[src/rtl/spi_byte_master.sv]
module spi_byte_master #(
  parameter int DEPTH = 4,
  parameter int DIVW  = 12
) (
  input  logic       clk,
  input  logic       rst_n,
  input  logic [2:0] reg_addr,
  input  logic       reg_wr,
  input  logic [7:0] reg_wdata,
  input  logic       reg_rd,
  output logic [7:0] reg_rdata,
  output logic       sck,
  output logic       mosi,
  input  logic       miso,
  output logic [3:0] cs_n
);
  localparam int AW = (DEPTH > 1) ? $clog2(DEPTH) : 1;
  localparam int CW = AW + 1;
  localparam logic [CW-1:0] FULL = CW'(DEPTH);
  localparam logic [2:0] A_CTL = 3'd0, A_STS = 3'd1, A_DAT = 3'd2, A_EXT = 3'd3,
                         A_PAR = 3'd4, A_CS  = 3'd5, A_TMG = 3'd6;

  logic            ctl_en, cpol, cpha, map_en, flag_done, flag_wcol;
  logic [1:0]      rate_lo, rate_hi;
  logic [7:0]      cs_reg, tmg;
  logic [7:0]      tx_mem [DEPTH];
  logic [7:0]      rx_mem [DEPTH];
  logic [AW-1:0]   tx_wp, tx_rp, rx_wp, rx_rp;
  logic [CW-1:0]   tx_cnt, rx_cnt;
  logic            busy, tog;
  logic [3:0]      edge_no;
  logic [DIVW-1:0] div_cnt, half_m1;
  logic [7:0]      out_sh, in_sh, nxt_in;
  logic [3:0]      lg;

  wire wr_dat   = reg_wr && reg_addr == A_DAT;
  wire wr_sts   = reg_wr && reg_addr == A_STS;
  wire tx_full  = tx_cnt == FULL;
  wire rx_full  = rx_cnt == FULL;
  wire rx_empty = rx_cnt == '0;
  wire accept   = wr_dat && ctl_en && !map_en;
  wire push_tx  = accept && !tx_full;
  wire start    = ctl_en && !busy && !map_en && tx_cnt != '0 && !rx_full;
  wire step     = busy && div_cnt >= half_m1;
  wire smp      = cpha ? edge_no[0] : !edge_no[0];
  wire shf      = cpha ? (!edge_no[0] && edge_no != 4'd0) : edge_no[0];
  wire last     = step && edge_no == 4'd15;
  wire pop_rx   = reg_rd && reg_addr == A_DAT && !rx_empty;

  assign nxt_in = smp ? {in_sh[6:0], miso} : in_sh;
  assign sck    = cpol ^ tog;
  assign mosi   = out_sh[7];

  always_comb begin
    unique case ({rate_hi, rate_lo})
      4'd0:    lg = 4'd1;
      4'd1:    lg = 4'd2;
      4'd2:    lg = 4'd4;
      4'd3:    lg = 4'd5;
      4'd4:    lg = 4'd3;
      4'd5, 4'd6, 4'd7, 4'd8, 4'd9, 4'd10, 4'd11: lg = {rate_hi, rate_lo} + 4'd1;
      default: lg = 4'd12;
    endcase
    half_m1 = (DIVW'(1) << (lg - 4'd1)) - DIVW'(1);
  end

  always_comb begin
    unique case (reg_addr)
      A_CTL:   reg_rdata = {1'b0, ctl_en, 2'b00, cpol, cpha, rate_lo};
      A_STS:   reg_rdata = {flag_done, flag_wcol, 5'b0, rx_empty};
      A_DAT:   reg_rdata = rx_empty ? 8'h00 : rx_mem[rx_rp];
      A_EXT:   reg_rdata = {6'b0, rate_hi};
      A_PAR:   reg_rdata = {7'b0, map_en};
      A_CS:    reg_rdata = cs_reg;
      A_TMG:   reg_rdata = tmg;
      default: reg_rdata = 8'h00;
    endcase
  end

  for (genvar i = 0; i < 4; i++) begin : g_cs
    assign cs_n[i] = cs_reg[i] ? cs_reg[i+4] : 1'b1;
  end

  always_ff @(posedge clk) begin
    if (push_tx) tx_mem[tx_wp] <= reg_wdata;
    if (last)    rx_mem[rx_wp] <= nxt_in;
  end

  always_ff @(posedge clk or negedge rst_n) begin
    if (!rst_n) begin
      ctl_en <= 1'b0; cpol <= 1'b0; cpha <= 1'b0; rate_lo <= '0; rate_hi <= '0;
      map_en <= 1'b0; cs_reg <= '0; tmg <= '0;
      flag_done <= 1'b0; flag_wcol <= 1'b0;
    end else begin
      if (reg_wr) begin
        unique case (reg_addr)
          A_CTL: begin
            ctl_en  <= reg_wdata[6];
            cpol    <= reg_wdata[3];
            cpha    <= reg_wdata[2];
            rate_lo <= reg_wdata[1:0];
          end
          A_EXT: rate_hi <= reg_wdata[1:0];
          A_PAR: map_en  <= reg_wdata[0];
          A_CS:  cs_reg  <= reg_wdata;
          A_TMG: tmg     <= reg_wdata;
          default: ;
        endcase
      end
      if (last)                              flag_done <= 1'b1;
      else if (wr_sts && reg_wdata[7])       flag_done <= 1'b0;
      if (accept && tx_full)                 flag_wcol <= 1'b1;
      else if (wr_sts && reg_wdata[6])       flag_wcol <= 1'b0;
    end
  end

  always_ff @(posedge clk or negedge rst_n) begin
    if (!rst_n) begin
      tx_wp <= '0; tx_rp <= '0; tx_cnt <= '0;
      rx_wp <= '0; rx_rp <= '0; rx_cnt <= '0;
      busy <= 1'b0; tog <= 1'b0; edge_no <= '0; div_cnt <= '0;
      out_sh <= '0; in_sh <= '0;
    end else if (!ctl_en) begin
      tx_wp <= '0; tx_rp <= '0; tx_cnt <= '0;
      rx_wp <= '0; rx_rp <= '0; rx_cnt <= '0;
      busy <= 1'b0; tog <= 1'b0; edge_no <= '0; div_cnt <= '0;
    end else begin
      if (push_tx) tx_wp <= tx_wp + AW'(1);
      if (start)   tx_rp <= tx_rp + AW'(1);
      tx_cnt <= tx_cnt + CW'(push_tx) - CW'(start);
      if (last)    rx_wp <= rx_wp + AW'(1);
      if (pop_rx)  rx_rp <= rx_rp + AW'(1);
      rx_cnt <= rx_cnt + CW'(last) - CW'(pop_rx);
      if (start) begin
        busy    <= 1'b1;
        out_sh  <= tx_mem[tx_rp];
        in_sh   <= '0;
        div_cnt <= '0;
        edge_no <= '0;
        tog     <= 1'b0;
      end else if (step) begin
        div_cnt <= '0;
        tog     <= ~tog;
        edge_no <= edge_no + 4'd1;
        in_sh   <= nxt_in;
        if (shf)  out_sh <= {out_sh[6:0], 1'b0};
        if (last) busy <= 1'b0;
      end else if (busy) begin
        div_cnt <= div_cnt + DIVW'(1);
      end
    end
  end

  a_r7_tx_bound: assert property (@(posedge clk) disable iff (!rst_n)
    tx_cnt <= FULL && rx_cnt <= FULL);

  a_r7_wcol_cause: assert property (@(posedge clk) disable iff (!rst_n)
    $rose(flag_wcol) |-> $past(wr_dat && tx_cnt == FULL));

  a_r5_rx_from_engine: assert property (@(posedge clk) disable iff (!rst_n)
    $fell(rx_cnt == '0) |-> $past(busy));

  a_r10_flush: assert property (@(posedge clk) disable iff (!rst_n)
    !ctl_en |=> (!busy && tx_cnt == '0 && rx_cnt == '0));

  a_r11_r8_start_gate: assert property (@(posedge clk) disable iff (!rst_n)
    $rose(busy) |-> $past(!map_en && rx_cnt != FULL));

  a_r4_rest_level: assert property (@(posedge clk) disable iff (!rst_n)
    !busy |-> sck == cpol);
endmodule

[config.mk]
export PLATFORM = sky130hd
export DESIGN_NAME = spi_byte_master
export DESIGN_NICKNAME = d
export VERILOG_FILES = /design/src/rtl/spi_byte_master.sv
export SDC_FILE = /design/constraint.sdc
export NUM_CORES = 1
export LEC_CHECK = 0
export ABC_AREA = 1
export BUFFER_PORTS_ARGS = -buffer_cell sky130_fd_sc_hd__buf_2
export CORE_ASPECT_RATIO = 1.25
export CORE_MARGIN = 4
export CORE_UTILIZATION = 60
export DETAILED_ROUTE_END_ITERATION = 10
export PLACE_DENSITY_LB_ADDON = 0.2
export SLEW_MARGIN = 20
export SYNTH_ARGS = -nofsm -noshare
export SYNTH_HDL_FRONTEND = slang
export SYNTH_SLANG_ARGS = --single-unit
export TNS_END_PERCENT = 10
[constraint.sdc]
create_clock -name clk -period 13.58 [get_ports clk]
set_clock_uncertainty 0.2 [all_clocks]
set_input_delay 3.395 -clock clk [delete_from_list [all_inputs] [get_ports clk]]
set_output_delay 3.395 -clock clk [all_outputs]
set_load 0.03 [all_outputs]
Word-level counts from Yosys, hierarchy flattened --
Memory sizes are Yosys's and may differ from the RTL's. Index checks and enable logic that the tools add are counted.
Storage, ports and cells: bits in registers 74, RAM bits 64, input port bits 16, memories 2
Memories:
- rx_mem | words 4, width 8, rd ports 1, clocked after memory_dff 0, write ports 1, line 27 | logic [7:0] rx_mem [DEPTH];
- tx_mem | words 4, width 8, rd ports 1, clocked after memory_dff 0, write ports 1, line 26 | logic [7:0] tx_mem [DEPTH];
Cells by class: $add $sub $neg 13, magnitude comparators 1, equal/unequal tests 27, shifts and indexed selects 1, multiplexer cells 47, bitwise gates (word level) 2, reductions and logical operators 41
Operators with widths (count):
- 2-to-1 mux 8 bit | 7
- case mux 8 bit (7 select lines) | 1
- 2-to-1 mux 12 bit | 4
- case mux 4 bit (6 select lines) | 1
- 2-to-1 mux 1 bit | 21
- == test 4 bit (second input constant) | 5
- logical AND 1 bit | 17
- == test 4 x 3 -> 1 bit (second input constant) | 4
- 2-to-1 mux 2 bit | 8
- == test 3 bit (second input constant) | 5
- AND reduction 2 bit | 7
- adder 12 x 1 -> 12 bit (second input constant) | 1
- >= comparator 12 bit | 1
- 2-to-1 mux 4 bit | 3
- << shifter 1 x 4 -> 12 bit (first input constant) | 1
- subtractor 12 x 2 -> 12 bit (second input constant) | 1
- adder 2 x 1 -> 2 bit (second input constant) | 4
- adder 4 x 1 -> 4 bit (second input constant) | 2
- == test 4 x 2 -> 1 bit (second input constant) | 2
- inequality test 2 x 1 -> 1 bit (second input constant) | 4
- nonzero test 2 bit | 4
- OR reduction 7 bit | 1
- adder 3 x 1 -> 3 bit | 2
- == test 3 x 2 -> 1 bit (second input constant) | 2
- 15 further kinds | 24

Depth between registers and ports, before layout --
depth in word-level cells 13, mapped depth 35, depth with buffers taken out 34

Least setup slack after synthesis --
No wires, ideal clock.
path kind input -> output, start point input port reg_addr[1], end point output port reg_rdata[0], data arrival time 4295 ps, data required time 9985 ps, setup slack 5690 ps, cell stages on the path 7, path buffers 0, cell sequence inv_1 -> nor2_1 -> nand2_1 -> clkinv_1 -> a22o_1 -> a21oi_1 -> nand3_1
On the way: word-level cells in the longest chain between the ends 2
RTL lines:
- from (decl) | line 7 | input logic [2:0] reg_addr,
- == test 3 bit (tied with other cells) | line 68 | unique case (reg_addr)
- case mux 8 bit (7 select lines) (*) | line 68
- to (decl) | line 11 | output logic [7:0] reg_rdata,
Mark *: on every way between the ends. The rest lies on a longest branch, timed or not.

Worst setup path after layout --
Ends and elaborated chain as after synthesis.

==> results.ini <==
[outcome]
status = finished, final reports clean

[clock_tree]
h-tree-depth = 4
clock_path_buffers = 2
cts_buffers = 17
ctsResizeCount = 0
cts.sinks = 138
clk_latency_ns = 0.42
ctsRootBufferMaster = clkbuf_16
postCtsSetupRepairBufs = 0
clk_pin_slew_ns = 0.06
cts_tree = yes
hold_buffers = 0

[sta]
period_share = 0.606
fin_tns_setup_ns = 0
tightest_slew_ns = 1.02
finalHoldViolations = 0
clock.fmax_mhz = 121
slew_headroom = 0.319
final.min_clock_period_ns = 8.23
rsz0062_at_grt = false
final_max_slew_viol_count = 0
setup_viol = 0

[pwr]
power_switching_w = 0.000361
pwr-share-seq = 0.418
power_density_mw_per_mm2 = 144
internal-power_w = 0.000786
p_leak_nw = 3.61
clockPowerShare = 0.385
combinationalPowerShare = 0.198
peakVddDrop_uv = 103
switching_share = 0.315

[global_routing]
grt-ovfl-total = 0
grt_max_degree = 75
track_usage = 0.244
grt_pass1_vias = 5473
antenna_found_initial = 0
grt_first_pass_wirelength_um = 26200

[yosys]
synthFlopType = dfrtp_1
synthArstFlopShare = 0.536
ys_ff_latch = 138
mappedNetlistNets = 829
synth_area_leaders = edfxtp_1, dfrtp_1, nand2_1, ha_1, o21ai_0
synth_area_per_cell_um2 = 9.15
ys_warn_count = 0
yosysTopAreaCellShare = 0.270
yosysTopAreaCell = edfxtp_1
synth_edf_count = 64
yosys.cell_types.count = 45
synth-seq-area-share = 0.529
syn_inst = 779
netlist_area_mm2 = 0.00713

[critical_path]
critPathLaunch = reg_addr[1]
end_kind = output pin
cp.arrival_ns = 4.64
required_ns = 9.98
regToRegSetupSlack_ns = 8.28
critPathMaxFanout = 9
start_kind = input pin
reg2reg_from = rate_lo[0]
rr_worst_depth = 31
crit_type = in -> out

[worst_hold_path]
hp-class = reg -> reg
min-delay-start = out_sh[4]
hold-path-cell-count = 2

[place]
hpwl_um = 11200
io_buffers = 29
placed_area_mm2 = 0.00738
place.gp.congestion = 0.888

[layout]
layout_common_cells = nand2_1, inv_1, dfrtp_1
final_common_cell = nand2_1
area_delta_synth_final_pct = 11.6
final_cell_area_mm2 = 0.00795
layout.nets = 858
layout-drive-gt1-share = 0.116
reg_top3 = rx_mem: 32 flops, tx_mem: 32 flops, div_cnt: 12 flops
diodes = 0

[flow_run]
cap_violations = 0

[detailed_routing]
drc = 0
drtIter0Drc = 362
firstDrtPassIters = 7
ant_nets = 0
routedWlPerCell_um = 16.1
via_count = 5543
routed_via_density = 5.64
wirelength_um = 15800

[die]
die_w_um = 105
rows = 44
core-area_mm2 = 0.0116
start_util = 0.614
die_h_um = 130
ios = 30
fp.dieArea_mm2 = 0.0137

==> logic make-up (layout without fill, tap and decap cells) <==
logic type / Yosys count / in the layout / synth area share
adders and majority gates: 34 / 34 / 0.0618
buffers and inverters: 118 / 160 / 0.0658
AOI/OAI and AO/OA: 130 / 130 / 0.106
DFF: 138 / 138 / 0.529
and+or+nand+nor: 344 / 344 / 0.216
xor gates and xnor gates: 15 / 15 / 0.0211
==> worst max-delay path: stages <==
cell and delay (ns):
buf_2 0.12, inv_1 0.07, nor2_1 0.05, nand2_1 0.06, clkinv_1 0.22, a22o_1 0.27
a21oi_1 0.14, nand3_1 0.12, buf_2 0.19
==> power by group through the flow <==
stage | combinational (W) | sequential (W) | clock (W)
after CTS | 0.000227 | 0.000478 | 0.000446
after global routing | 0.000257 | 0.000480 | 0.000470
after floorplan | 0.000178 | 0.000475 | 0
final | 0.000227 | 0.000479 | 0.000441
after detailed placement | 0.000224 | 0.000486 | 0
after global placement | 0.000214 | 0.000486 | 0
==> routing by layer <==
layer | track usage | vias up | share of wire
li1 | - | 2656 | -
met1 | 0.292 | 2649 | 0.40
met2 | 0.428 | 199 | 0.52
met3 | 0.0520 | 39 | 0.057
met4 | 0.103 | 0 | 0.027
met5 | 0 | - | 0
==> synthesized netlist by cell type (3+ instances only) <==
library cell and instances:
a21oi_1 21, a22oi_1 4, a32o_1 8, buf_2 7, clkbuf_1 10, dfrtp_1 74
edfxtp_1 64, ha_1 32, inv_1 90, inv_2 5, nand2_1 194, nand2_2 7
nand3_1 32, nand3_2 3, nand4_1 13, nor2_1 65, nor2_2 4, nor2_4 6
nor3_1 11, o211ai_1 4, o21ai_0 69, o21ai_1 6, o22ai_1 10, xnor2_1 3
xor2_1 11
==> path summary, 6_finish.rpt <==
kind	endpoint
setup / recovery	reg_rdata[0]
hold / removal	out_sh[4]
setup reg to reg	rx_cnt[2]
hold reg to reg	out_sh[4]
max in group asynchronous	in_sh[5]
min in group asynchronous	cs_reg[5]
==> cell type report <==
cell class,instances,area (um^2)
clock buffers,17,425
repair buffers,30,155
flip-flops and latches,138,3770
clock inverters,15,144
well taps,161,201
fillers,902,3660
multi-input cells,523,2880
inverters,98,370
==> stage by stage <==
stage / std cells / setup WS [ns] / total power (W) / hold slack, ns / util
6_report: 982 / 5.35 / 0.00115 / 0.269 / 0.685
2_1_floorplan: 779 / 5.69 / 0.000653 / 0.242 / -
3_3_place_gp: 950 / 5.43 / 0.000699 / 0.253 / 0.636
4_1_cts: 982 / 5.36 / 0.00115 / 0.275 / 0.685
5_1_grt: 982 / 5.21 / 0.00121 / 0.292 / 0.685
3_5_place_dp: 950 / 5.37 / 0.000710 / 0.260 / 0.636
Power figures use the tool's default switching activity.
